`src/rtl/irq_sel_pkg.sv`:
```
package irq_sel_pkg;
    typedef enum logic {
        ST_QUIET  = 1'b0,
        ST_ASSERT = 1'b1
    } req_state_e;
endpackage

```
`src/rtl/irq_pend_merge.sv`:
```
module irq_pend_merge #(
    parameter int NUM_LVL   = 16,
    parameter int TIMER_LVL = 14
) (
    input  logic [NUM_LVL-1:1] ext_irq,
    input  logic [NUM_LVL:0]   soft_int,
    output logic [NUM_LVL-1:0] pend
);
    logic timer_hit;
    assign timer_hit = soft_int[0] | soft_int[NUM_LVL];
    assign pend[0]   = 1'b0;

    for (genvar i = 1; i < NUM_LVL; i++) begin : g_lvl
        if (i == TIMER_LVL) begin : g_timer
            assign pend[i] = ext_irq[i] | soft_int[i] | timer_hit;
        end else begin : g_plain
            assign pend[i] = ext_irq[i] | soft_int[i];
        end
    end
endmodule

```
`src/rtl/irq_prio_pick.sv`:
```
module irq_prio_pick #(
    parameter int NUM_LVL = 16,
    parameter int LVL_W   = $clog2(NUM_LVL)
) (
    input  logic [NUM_LVL-1:0] pend,
    input  logic [LVL_W-1:0]   floor_lvl,
    output logic               found,
    output logic [LVL_W-1:0]   lvl
);
    always_comb begin
        found = 1'b0;
        lvl   = '0;
        for (int i = 1; i < NUM_LVL; i++) begin
            if (pend[i] && (LVL_W'(i) > floor_lvl)) begin
                found = 1'b1;
                lvl   = LVL_W'(i);
            end
        end
    end
endmodule

```
`src/rtl/irq_wake_det.sv`:
```
module irq_wake_det #(
    parameter int NUM_LVL = 16
) (
    input  logic               clk,
    input  logic               rst_n,
    input  logic [NUM_LVL-1:1] ext_irq,
    output logic               wake
);
    logic [NUM_LVL-1:1] prev_q;

    always_ff @(posedge clk) begin
        if (!rst_n) begin
            prev_q <= '0;
            wake   <= 1'b0;
        end else begin
            prev_q <= ext_irq;
            wake   <= |(ext_irq & ~prev_q);
        end
    end
endmodule

```
`src/rtl/irq_level_sel.sv`:
```
module irq_level_sel
    import irq_sel_pkg::*;
#(
    parameter int          NUM_LVL   = 16,
    parameter int          TIMER_LVL = 14,
    parameter int          TT_W      = 9,
    parameter int          TL_W      = 3,
    parameter logic [8:0]  TRAP_BASE = 9'h040
) (
    input  logic                       clk,
    input  logic                       rst_n,
    input  logic [NUM_LVL-1:1]         ext_irq,
    input  logic [NUM_LVL:0]           soft_int,
    input  logic [$clog2(NUM_LVL)-1:0] cur_pil,
    input  logic                       int_en,
    input  logic [TL_W-1:0]            trap_lvl,
    input  logic [TT_W-1:0]            cur_tt,
    output logic                       irq_req,
    output logic [TT_W-1:0]            irq_tt,
    output logic                       wake
);
    localparam int LVL_W = $clog2(NUM_LVL);

    logic [NUM_LVL-1:0] pend;
    logic               found;
    logic [LVL_W-1:0]   lvl;
    logic [TT_W-1:0]    cand_tt;
    logic               blocked;
    req_state_e         state_q, state_d;
    logic [TT_W-1:0]    tt_q, tt_d;

    irq_pend_merge #(.NUM_LVL(NUM_LVL), .TIMER_LVL(TIMER_LVL)) u_merge (
        .ext_irq (ext_irq),
        .soft_int(soft_int),
        .pend    (pend)
    );

    irq_prio_pick #(.NUM_LVL(NUM_LVL), .LVL_W(LVL_W)) u_pick (
        .pend     (pend),
        .floor_lvl(cur_pil),
        .found    (found),
        .lvl      (lvl)
    );

    irq_wake_det #(.NUM_LVL(NUM_LVL)) u_wake (
        .clk    (clk),
        .rst_n  (rst_n),
        .ext_irq(ext_irq),
        .wake   (wake)
    );

    assign cand_tt = TT_W'(TRAP_BASE) | TT_W'(lvl);
    assign blocked = (trap_lvl != '0) && (cur_tt > cand_tt);

    // Next-state logic: RAISE, RETARGET, DRAIN
    always_comb begin
        state_d = state_q;
        tt_d    = tt_q;
        unique case (state_q)
            ST_QUIET: begin
                if ((pend != '0) && int_en && found && !blocked && (cand_tt != tt_q)) begin
                    state_d = ST_ASSERT;
                    tt_d    = cand_tt;
                end
            end
            ST_ASSERT: begin
                if (pend == '0) begin
                    state_d = ST_QUIET;
                    tt_d    = '0;
                end else if (int_en && found && !blocked && (cand_tt != tt_q)) begin
                    tt_d    = cand_tt;
                end
            end
        endcase
    end

    always_ff @(posedge clk) begin
        if (!rst_n) begin
            state_q <= ST_QUIET;
            tt_q    <= '0;
        end else begin
            state_q <= state_d;
            tt_q    <= tt_d;
        end
    end

    always_comb begin
        irq_req = (state_q == ST_ASSERT);
        irq_tt  = tt_q;
    end

    a_r3_drain_clears: assert property (@(posedge clk) disable iff (!rst_n)
        (pend == '0 && irq_req) |=> (!irq_req && irq_tt == '0));

    a_r8_disabled_holds: assert property (@(posedge clk) disable iff (!rst_n)
        (!int_en && pend != '0) |=> ($stable(irq_req) && $stable(irq_tt)));

    a_r6_trap_blocks: assert property (@(posedge clk) disable iff (!rst_n)
        (pend != '0 && blocked) |=> ($stable(irq_req) && $stable(irq_tt)));

    a_r5_tt_range: assert property (@(posedge clk) disable iff (!rst_n)
        irq_req |-> (irq_tt[TT_W-1:LVL_W] == TRAP_BASE[TT_W-1:LVL_W] && irq_tt[LVL_W-1:0] != '0));

    a_r4_chosen_above_floor: assert property (@(posedge clk) disable iff (!rst_n)
        (int_en && pend != '0 && found) |-> (lvl > cur_pil && pend[lvl]));
endmodule

```
`config.mk`:
```
export PLATFORM = sky130hd
export DESIGN_NAME = irq_level_sel
export DESIGN_NICKNAME = d
export VERILOG_FILES = /design/src/rtl/irq_sel_pkg.sv /design/src/rtl/irq_pend_merge.sv /design/src/rtl/irq_prio_pick.sv /design/src/rtl/irq_wake_det.sv /design/src/rtl/irq_level_sel.sv
export SDC_FILE = /design/constraint.sdc
export NUM_CORES = 1
export LEC_CHECK = 0
export BUFFER_PORTS_ARGS = -buffer_cell sky130_fd_sc_hd__buf_2
export CORE_ASPECT_RATIO = 1.75
export CORE_MARGIN = 3
export CORE_UTILIZATION = 49
export CTS_CLUSTER_SIZE = 12
export DETAILED_ROUTE_END_ITERATION = 16
export GPL_ROUTABILITY_DRIVEN = 0
export HOLD_SLACK_MARGIN = 0.03
export PLACE_DENSITY = 0.8
export SLEW_MARGIN = 20
export SYNTH_ARGS = -nofsm -noshare
export SYNTH_HDL_FRONTEND = slang
export SYNTH_SLANG_ARGS = --single-unit
```
`constraint.sdc`:
```
create_clock -name clk -period 4.1 [get_ports clk]
set_clock_uncertainty 0.1 [all_clocks]
set_input_delay 0.205 -clock clk [delete_from_list [all_inputs] [get_ports clk]]
set_output_delay 0.205 -clock clk [all_outputs]
set_load 0.05 [all_outputs]
```
==> key figures, run 1 <==
Power and ir drop
  • Clock Power Share: 0.344
  • Reg power frac: 0.397
  • Combinational share of power: 0.259
  • Internal power: 0.415 mW
  • Pwr per Cell Area: roughly 300 nW/um^2
  • Psw: between 0.15 and 0.2 mW
  • Leak: 0.910 nW
  • Tot Pwr: between 0.5 and 0.6 mW
  • Max rail drop VDD: between 0.15 and 0.2 mV
  • Sw Share: 0.294

Clock tree
  • CTS tree: done
  • H-Tree Depth: 1
  • Clock transition at path regs: around 80 ps
  • Clk_lat worst skew: 260 ps
  • Post-CTS setup buffer count: 0
  • Clock root buffer master: clkbuf_8
  • CTS sink count: 22
  • Post-CTS Resized: 0
  • CTS Buf Count: 3
  • Clock Tree Buf Depth: 2
  • Hold buffers post-CTS: 0

Logic synthesis
  • Mean Syn Cell Area: 8.21 um^2
  • Main area contributors after synthesis: dfxtp_1 (27%), nor2_1 (5.4%), inv_1 (4.4%)
  • Ys async rst share: 0
  • Netlist Area Pre-Place: 1610 um^2
  • Count leader, synth: nor2_1
  • Synth Instances: about 200
  • Post-synth top area share: 0.274
  • Post-synthesis sequential area ratio: 0.274
  • Distinct cells, synth: 63
  • #FFs+latches synth: 22
  • Synth warn: 0
  • Post-synth EDFFs: 0
  • Top cells by count, synth: nor2_1 (23), dfxtp_1 (22), inv_1 (19)
  • Top FF cell, synth: dfxtp_1
  • Area leader, netlist: dfxtp_1

Global routing
  • Vias in the first global route: between 1500 and 2000
  • Largest net degree at the start of global routing: 18
  • First-pass GRT wire length: about 6800 um
  • Initial antenna violation count: 0
  • GR Util All Layers: 0.219
  • Total grt overflow: 0

Routing
  • DR WL/cell: 14.7 um
  • Via/cell ratio: 5.70
  • DRC: 0
  • Post-Route WL: 4320 um
  • DR WL met3: between 200 and 300 um
  • Uppermost layer routed: met4
  • Wire length on met1: 1480 um
  • Vias: 1669
  • Initial DRC Count: 47
  • Antenna-violating nets left: 0
  • Met2 wire len: 2290 um
  • Drt pass-1 iters: 4

Floorplan
  • Die area: 4030 um^2
  • Die width: 49.3 um
  • Die Ht: ~82 um
  • Initial Utilization: 0.532
  • I/O pin cnt: 62
  • Core footprint: 3030 um^2
  • Number of cell rows: 26

Timing
  • RSZ-0062 raised after global routing: no
  • Final Max Tran Viols: 0
  • Hold Vio Cnt, Final: 0
  • Worst-Margin Slew: 628 ps
  • F_max: 318 MHz
  • Relative slew slack: 0.578
  • Final WS setup: 953 ps
  • Period Utilization, post-route: 0.768
  • Final Critical Period: approximately 3100 ps
  • Setup TNS: 0 ps
  • Setup-failing EPs final: 0

Hold path
  • Min-Delay Endpoint: u_wake.prev_q[1]
  • Tightest Hold Check Type: primary input to flop
  • Worst Hold Path Cells: 2
  • Hold Startpoint: ext_irq[1]

Setup path
  • CP startpoint kind: primary input
  • Critical Path Sink Type: flop
  • R2r startpoint: irq_tt[0]
  • Data arrival time of the worst path: 3190 ps
  • Worst r2r dst: irq_tt[1]
  • R2R setup slack: 2220 ps
  • Crit-path max FO: 17
  • Buf/Inv on CP: 1
  • Crit path largest cell delay: 520 ps
  • Critical path's top delay family: simple AND/OR/NAND/NOR gates
  • CP most frequent cell: a21oi_1
  • Crit path kind: primary input to flop
  • Critical path, cell by cell: buf_2 -> or2_4 -> or4b_4 -> a21oi_2 -> o21bai_1 -> a21oi_1 -> or2_2 -> ha_1 -> nand2b_1 -> a21oi_1 -> o21ai_0 -> a211oi_1 -> nor4b_2 -> o31ai_4 -> mux2i_1
  • R2R cell count: 6
  • Critical Path Slowest Stage Cell: or4b_4
  • Critical Path RT: between 4000 and 5000 ps

Placement
  • Port-buffer cells: 57
  • Post-DP HPWL: 3630 um
  • Setup WS pre-CTS: 705 ps
  • Inst Count DP: 289

Layout
  • Nets@finish: 307
  • Fillcell total: 293
  • Non-Filler Instances: 293
  • Multi-input logic area: 1030 um^2
  • Share of cells above drive strength 1: 0.331
  • Final Util: 0.647
  • Antenna Cells: 0
  • Syn-to-layout area delta: 21.6%
  • Register area: 440 um^2

Flow run
  • Max cap viols: 0

Status
  • Outcome: complete, no violations
[stage by stage]
stage,cell area [um^2],hold WS (ps)
global route,1960,63.5
finish,1960,69.2
floorplan,1620,227
CTS,1960,69.2
detailed placement,1890,341
global placement,1890,342
[worst register-to-register path, cell delays in order (launching register included)]
cell and delay, ps:
dfxtp_1 350, a21boi_0 170, a21boi_0 230, o31a_1 190
nand3_2 110, o31ai_4 410, mux2i_1 240
[registers in the layout, summed over array words and instances, names as in the netlist]
| register | flops |
|---|---|
| irq_req | 1 |
| irq_tt | 5 |
| u_wake.prev_q | 15 |
| u_wake.wake | 1 |
[kinds of logic after synthesis]
logic type / after synthesis / share of synthesized area
fa+ha+maj: 4 / 0.0311
mux: 4 / 0.0249
other cells: 1 / 0.00233
compound gates: 54 / 0.268
xor+xnor: 1 / 0.00544
flops: 22 / 0.274
buf+inv: 29 / 0.0918
simple gates: 81 / 0.302
[per-layer routing]
metal  up-vias  global-route usage
met2        79               0.415
met4         0               0.154
met5         -                   0
li1        819                   -
met1       741               0.209
met3        30              0.0417
[cells in the final DEF (no fill, tap or decap), types with 2 or more instances in the layout]
cell / netlist / layout
o21bai_1: 3 / 3
ha_1: 4 / 4
nor4b_2: 2 / 2
nor4_1: 5 / 5
conb_1: 1 / 4
nand4_1: 3 / 3
or2_2: 4 / 4
a21boi_0: 3 / 3
nor2_1: 23 / 23
inv_1: 19 / 19
nand2_1: 11 / 11
o22ai_1: 8 / 8
nand2b_1: 2 / 2
nand3_1: 3 / 3
and2_1: 6 / 6
o21ai_0: 6 / 6
o31a_1: 2 / 2
clkbuf_8: 0 / 3
a21oi_1: 5 / 5
mux2i_1: 4 / 4
and3_1: 2 / 2
o32ai_1: 2 / 2
or3_1: 2 / 2
nor3_1: 6 / 6
a31oi_1: 2 / 2
a2bb2oi_1: 3 / 3
a211o_1: 2 / 2
dfxtp_1: 22 / 22
buf_2: 1 / 57
[worst max path at each step]
stage	startpoint	end	slack, ps	cells after the start
2_1_floorplan	cur_pil[3]	irq_tt[0]	1130	15
3_3_place_gp	cur_pil[3]	irq_tt[0]	800	15
3_5_place_dp	cur_pil[3]	irq_tt[1]	700	15
4_1_cts	cur_pil[3]	irq_tt[1]	1000	15
5_1_grt	cur_pil[3]	irq_tt[1]	770	14
6_report	cur_pil[3]	irq_tt[1]	950	15
[layout make-up]
class                      count  area share
clock buffer                   3      0.0211
clock inverter                 1      0.0153
inverter                      20      0.0384
multi-input combinational    148       0.527
sequential                    22       0.225
tap                           42      0.0269
timing repair buffer          57       0.146
[power by group through the flow]
stage                     clock, mW  sequential (mW)  combinational (mW)
after floorplan                   0            0.253              0.0902
after global placement            0            0.239               0.150
after detailed placement          0            0.239               0.151
after CTS                     0.207            0.234               0.151
after global routing          0.219            0.236               0.165
final                         0.202            0.234               0.152
Power figures use the tool's default switching activity.
==> run 2: changes to the inputs <==
--- a/config.mk
+++ b/config.mk
@@ -5,15 +5,16 @@
 export SDC_FILE = /design/constraint.sdc
 export NUM_CORES = 1
 export LEC_CHECK = 0
+export ABC_AREA = 1
 export BUFFER_PORTS_ARGS = -buffer_cell sky130_fd_sc_hd__buf_2
 export CORE_ASPECT_RATIO = 1.75
 export CORE_MARGIN = 3
-export CORE_UTILIZATION = 49
+export CORE_UTILIZATION = 43
 export CTS_CLUSTER_SIZE = 12
 export DETAILED_ROUTE_END_ITERATION = 16
 export GPL_ROUTABILITY_DRIVEN = 0
 export HOLD_SLACK_MARGIN = 0.03
-export PLACE_DENSITY = 0.8
+export PLACE_DENSITY = 0.76
 export SLEW_MARGIN = 20
 export SYNTH_ARGS = -nofsm -noshare
 export SYNTH_HDL_FRONTEND = slang
==> constraint.sdc (replaced) <==
create_clock -name clk -period 2.88 [get_ports clk]
set_clock_uncertainty 0.1 [all_clocks]
set_input_delay 0.144 -clock clk [delete_from_list [all_inputs] [get_ports clk]]
set_output_delay 0.144 -clock clk [all_outputs]
set_load 0.05 [all_outputs]
==> key figures, run 2 <==
Status
  • Outcome: complete, no violations

Timing
  • RSZ-0062 raised after global routing: yes
  • Hold Slack: approximately 44 ps
  • Period Utilization, post-route: 0.965
  • Relative slew slack: 0.651
  • Final WS setup: 99.8 ps
  • Final Critical Period: 2780 ps
  • Hold Vio Cnt, Final: 0
  • Final Max Tran Viols: 0
  • Worst-Margin Slew: roughly 520 ps
  • Setup-failing EPs final: 0
  • F_max: 360 MHz
  • Setup TNS: 0 ps

Setup path
  • Crit-path max FO: 7
  • Critical Path Slowest Stage Cell: nor3b_4
  • CP Launch Point: cur_pil[2]
  • CP startpoint kind: primary input
  • Critical path, cell by cell: buf_8 -> buf_4 -> o21ai_0 -> o21ai_0 -> nand2_2 -> o21bai_1 -> nand2_1 -> inv_1 -> ha_1 -> inv_1 -> o21bai_1 -> a21oi_1 -> o21bai_1 -> nand2_1 -> a21oi_2 -> nor3_2 -> nor2_2 -> nor3b_4 -> nand2_4 -> nand3_1 -> a21oi_1
  • Worst r2r dst: irq_tt[2]
  • Critical Path RT: 2920 ps
  • Data arrival time of the worst path: 2820 ps
  • CP most frequent cell: o21bai_1
  • R2R cell count: 8
  • Crit path kind: primary input to flop
  • Critical Path Sink Type: flop
  • R2r startpoint: irq_tt[3]
  • Crit path largest cell delay: 350 ps
  • R2R setup slack: 1370 ps

Layout
  • Share of cells above drive strength 1: 0.355
  • Post-route design area: 2140 um^2
  • Max FFs per register: 15
  • Commonest cells after routing, fill and taps aside: buf_2 (54), nand2_1 (44), inv_1 (43)
  • Top reg by flops: u_wake.prev_q
  • Commonest non-fill, non-tap cell in the layout: buf_2
  • Antenna Cells: 0
  • Nets@finish: 360
  • Syn-to-layout area delta: 47.8%
  • Fillcell total: 301
  • Non-Filler Instances: ~350
  • Final Util: 0.675

Routing
  • Vias: 1681
  • Drt pass-1 iters: 4
  • DR WL/cell: between 10 and 15 um
  • Via/cell ratio: 4.84
  • DRC: 0
  • DR WL met3: 206 um
  • Post-Route WL: 4130 um
  • Initial DRC Count: 33
  • Antenna-violating nets left: 0
  • Met2 wire len: 2350 um
  • Uppermost layer routed: met4
  • Wire length on met1: 1460 um

Clock tree
  • Clock root buffer master: clkbuf_8
  • CTS Buf Count: 3
  • Clock transition at path regs: ~80 ps
  • CTS sink count: 22
  • Clk_lat worst skew: 260 ps
  • Clock Tree Buf Depth: 2
  • CTS tree: done
  • H-Tree Depth: 1

Hold path
  • Min-Delay Endpoint: u_wake.prev_q[5]
  • Tightest Hold Check Type: primary input to flop
  • Hold Startpoint: ext_irq[5]
  • Worst Hold Path Cells: 3

Floorplan
  • Core footprint: ~3200 um^2
  • Die width: 49.9 um
  • I/O pin cnt: 62
  • Die area: 4130 um^2
  • Initial Utilization: 0.457
  • Number of cell rows: 27
  • Die Ht: 82.8 um

Power and ir drop
  • Max rail drop VDD: 0.335 mV
  • Leak: ~1.1 nW
  • Pwr per Cell Area: 396 nW/um^2
  • Tot Pwr: 0.848 mW

Placement
  • Post-DP HPWL: roughly 3200 um
  • Setup WS pre-CTS: -52.7 ps
  • Port-buffer cells: 57
  • Inst Count DP: about 330
  • Post-DP Area: 1810 um^2

Logic synthesis
  • Post-synth top area share: 0.304
  • Count leader, synth: nand2_1
  • Main area contributors after synthesis: dfxtp_1 (30%), nand2_1 (12%), inv_1 (12%)
  • #FFs+latches synth: 22
  • Synth Instances: between 200 and 250
  • Post-synth EDFFs: 0
  • Ys async rst share: 0
  • Netlist Area Pre-Place: around 1500 um^2
  • Synth warn: 0
  • Post-synthesis sequential area ratio: 0.304
  • Top FF cell, synth: dfxtp_1
  • Area leader, netlist: dfxtp_1
  • Top cells by count, synth: nand2_1 (46), inv_1 (45), dfxtp_1 (22)
  • Mean Syn Cell Area: 6.45 um^2
  • Distinct cells, synth: 34

Flow run
  • Max cap viols: 0

Global routing
  • Vias in the first global route: 1630
  • First-pass GRT wire length: 6420 um
  • GR Util All Layers: 0.191
  • Total grt overflow: 0
  • Initial antenna violation count: 0
  • Largest net degree at the start of global routing: 17
==> run 2: cell types whose count changed in the layout (fill, tap and decap cells not counted), sizes merged, moves of 3 or more <==
cell	delta
a21boi	-3
a21oi	+4
a2bb2oi	-3
and2	-6
buf	+8
dlygate4sd3	+13
inv	+28
mux2i	-4
nand2	+42
nand3	+9
nor4	-3
nor4b	-4
or2	-3
==> run 2: how the worst max path moves through the flow <==
stage                     slack, ps   endpoint
after CTS                       210  irq_tt[3]
final                           100  irq_tt[2]
after floorplan                  40  irq_tt[0]
after global routing           -190  irq_tt[2]
after detailed placement        -50  irq_tt[3]
after global placement           40  irq_tt[3]
==> run 2: cell families after synthesis <==
group | count (synthesis) | share of synthesized area
and+or+nand+nor | 109 | 0.357
xor gates and xnor gates | 1 | 0.00604
adders and majority gates | 4 | 0.0345
DFF | 22 | 0.304
other | 1 | 0.00259
AOI/OAI and AO/OA | 33 | 0.142
buffers and inverters | 55 | 0.154
==> run 2: cell type report <==
cell class,instances,area (um^2),area share
clock buffer,3,41.3,0.0193
clock inverter,1,30.0,0.0140
inverter,49,185,0.0864
multi-input combinational,151,891,0.416
sequential,22,440,0.205
tap,43,53.8,0.0251
timing repair buffer,78,502,0.234
==> run 2: power by group <==
part           internal [mW]  total [mW]  switching [mW]
logic                 0.0971       0.231           0.134
registers              0.321       0.329         0.00792
clock network          0.186       0.288           0.103
total                  0.604       0.848           0.244
==> run 2: routing by layer <==
layer,vias to the layer above,track usage
met5,-,0
met4,0,0.0705
met3,10,0.0251
met2,61,0.387
met1,748,0.182
li1,862,-
==> run 2: critical path, delay by kind of cell <==
family                   cells  cell delay (ps)
AO/OA/AOI/OAI                8              920
buffers and inverters        4              360
adder cells (fa/ha/maj)      1              290
AND/OR/NAND/NOR              8             1100
==> run 2: timing repair <==
| item | 4_1_cts | 5_1_grt |
|---|---|---|
| buffers inserted | 0 | 3 |
| setup endpoints to repair | 0 | 6 |
| gates resized for setup | 0 | 32 |
| hold buffers | 13 | 0 |
| hold endpoints to repair | 13 | 0 |
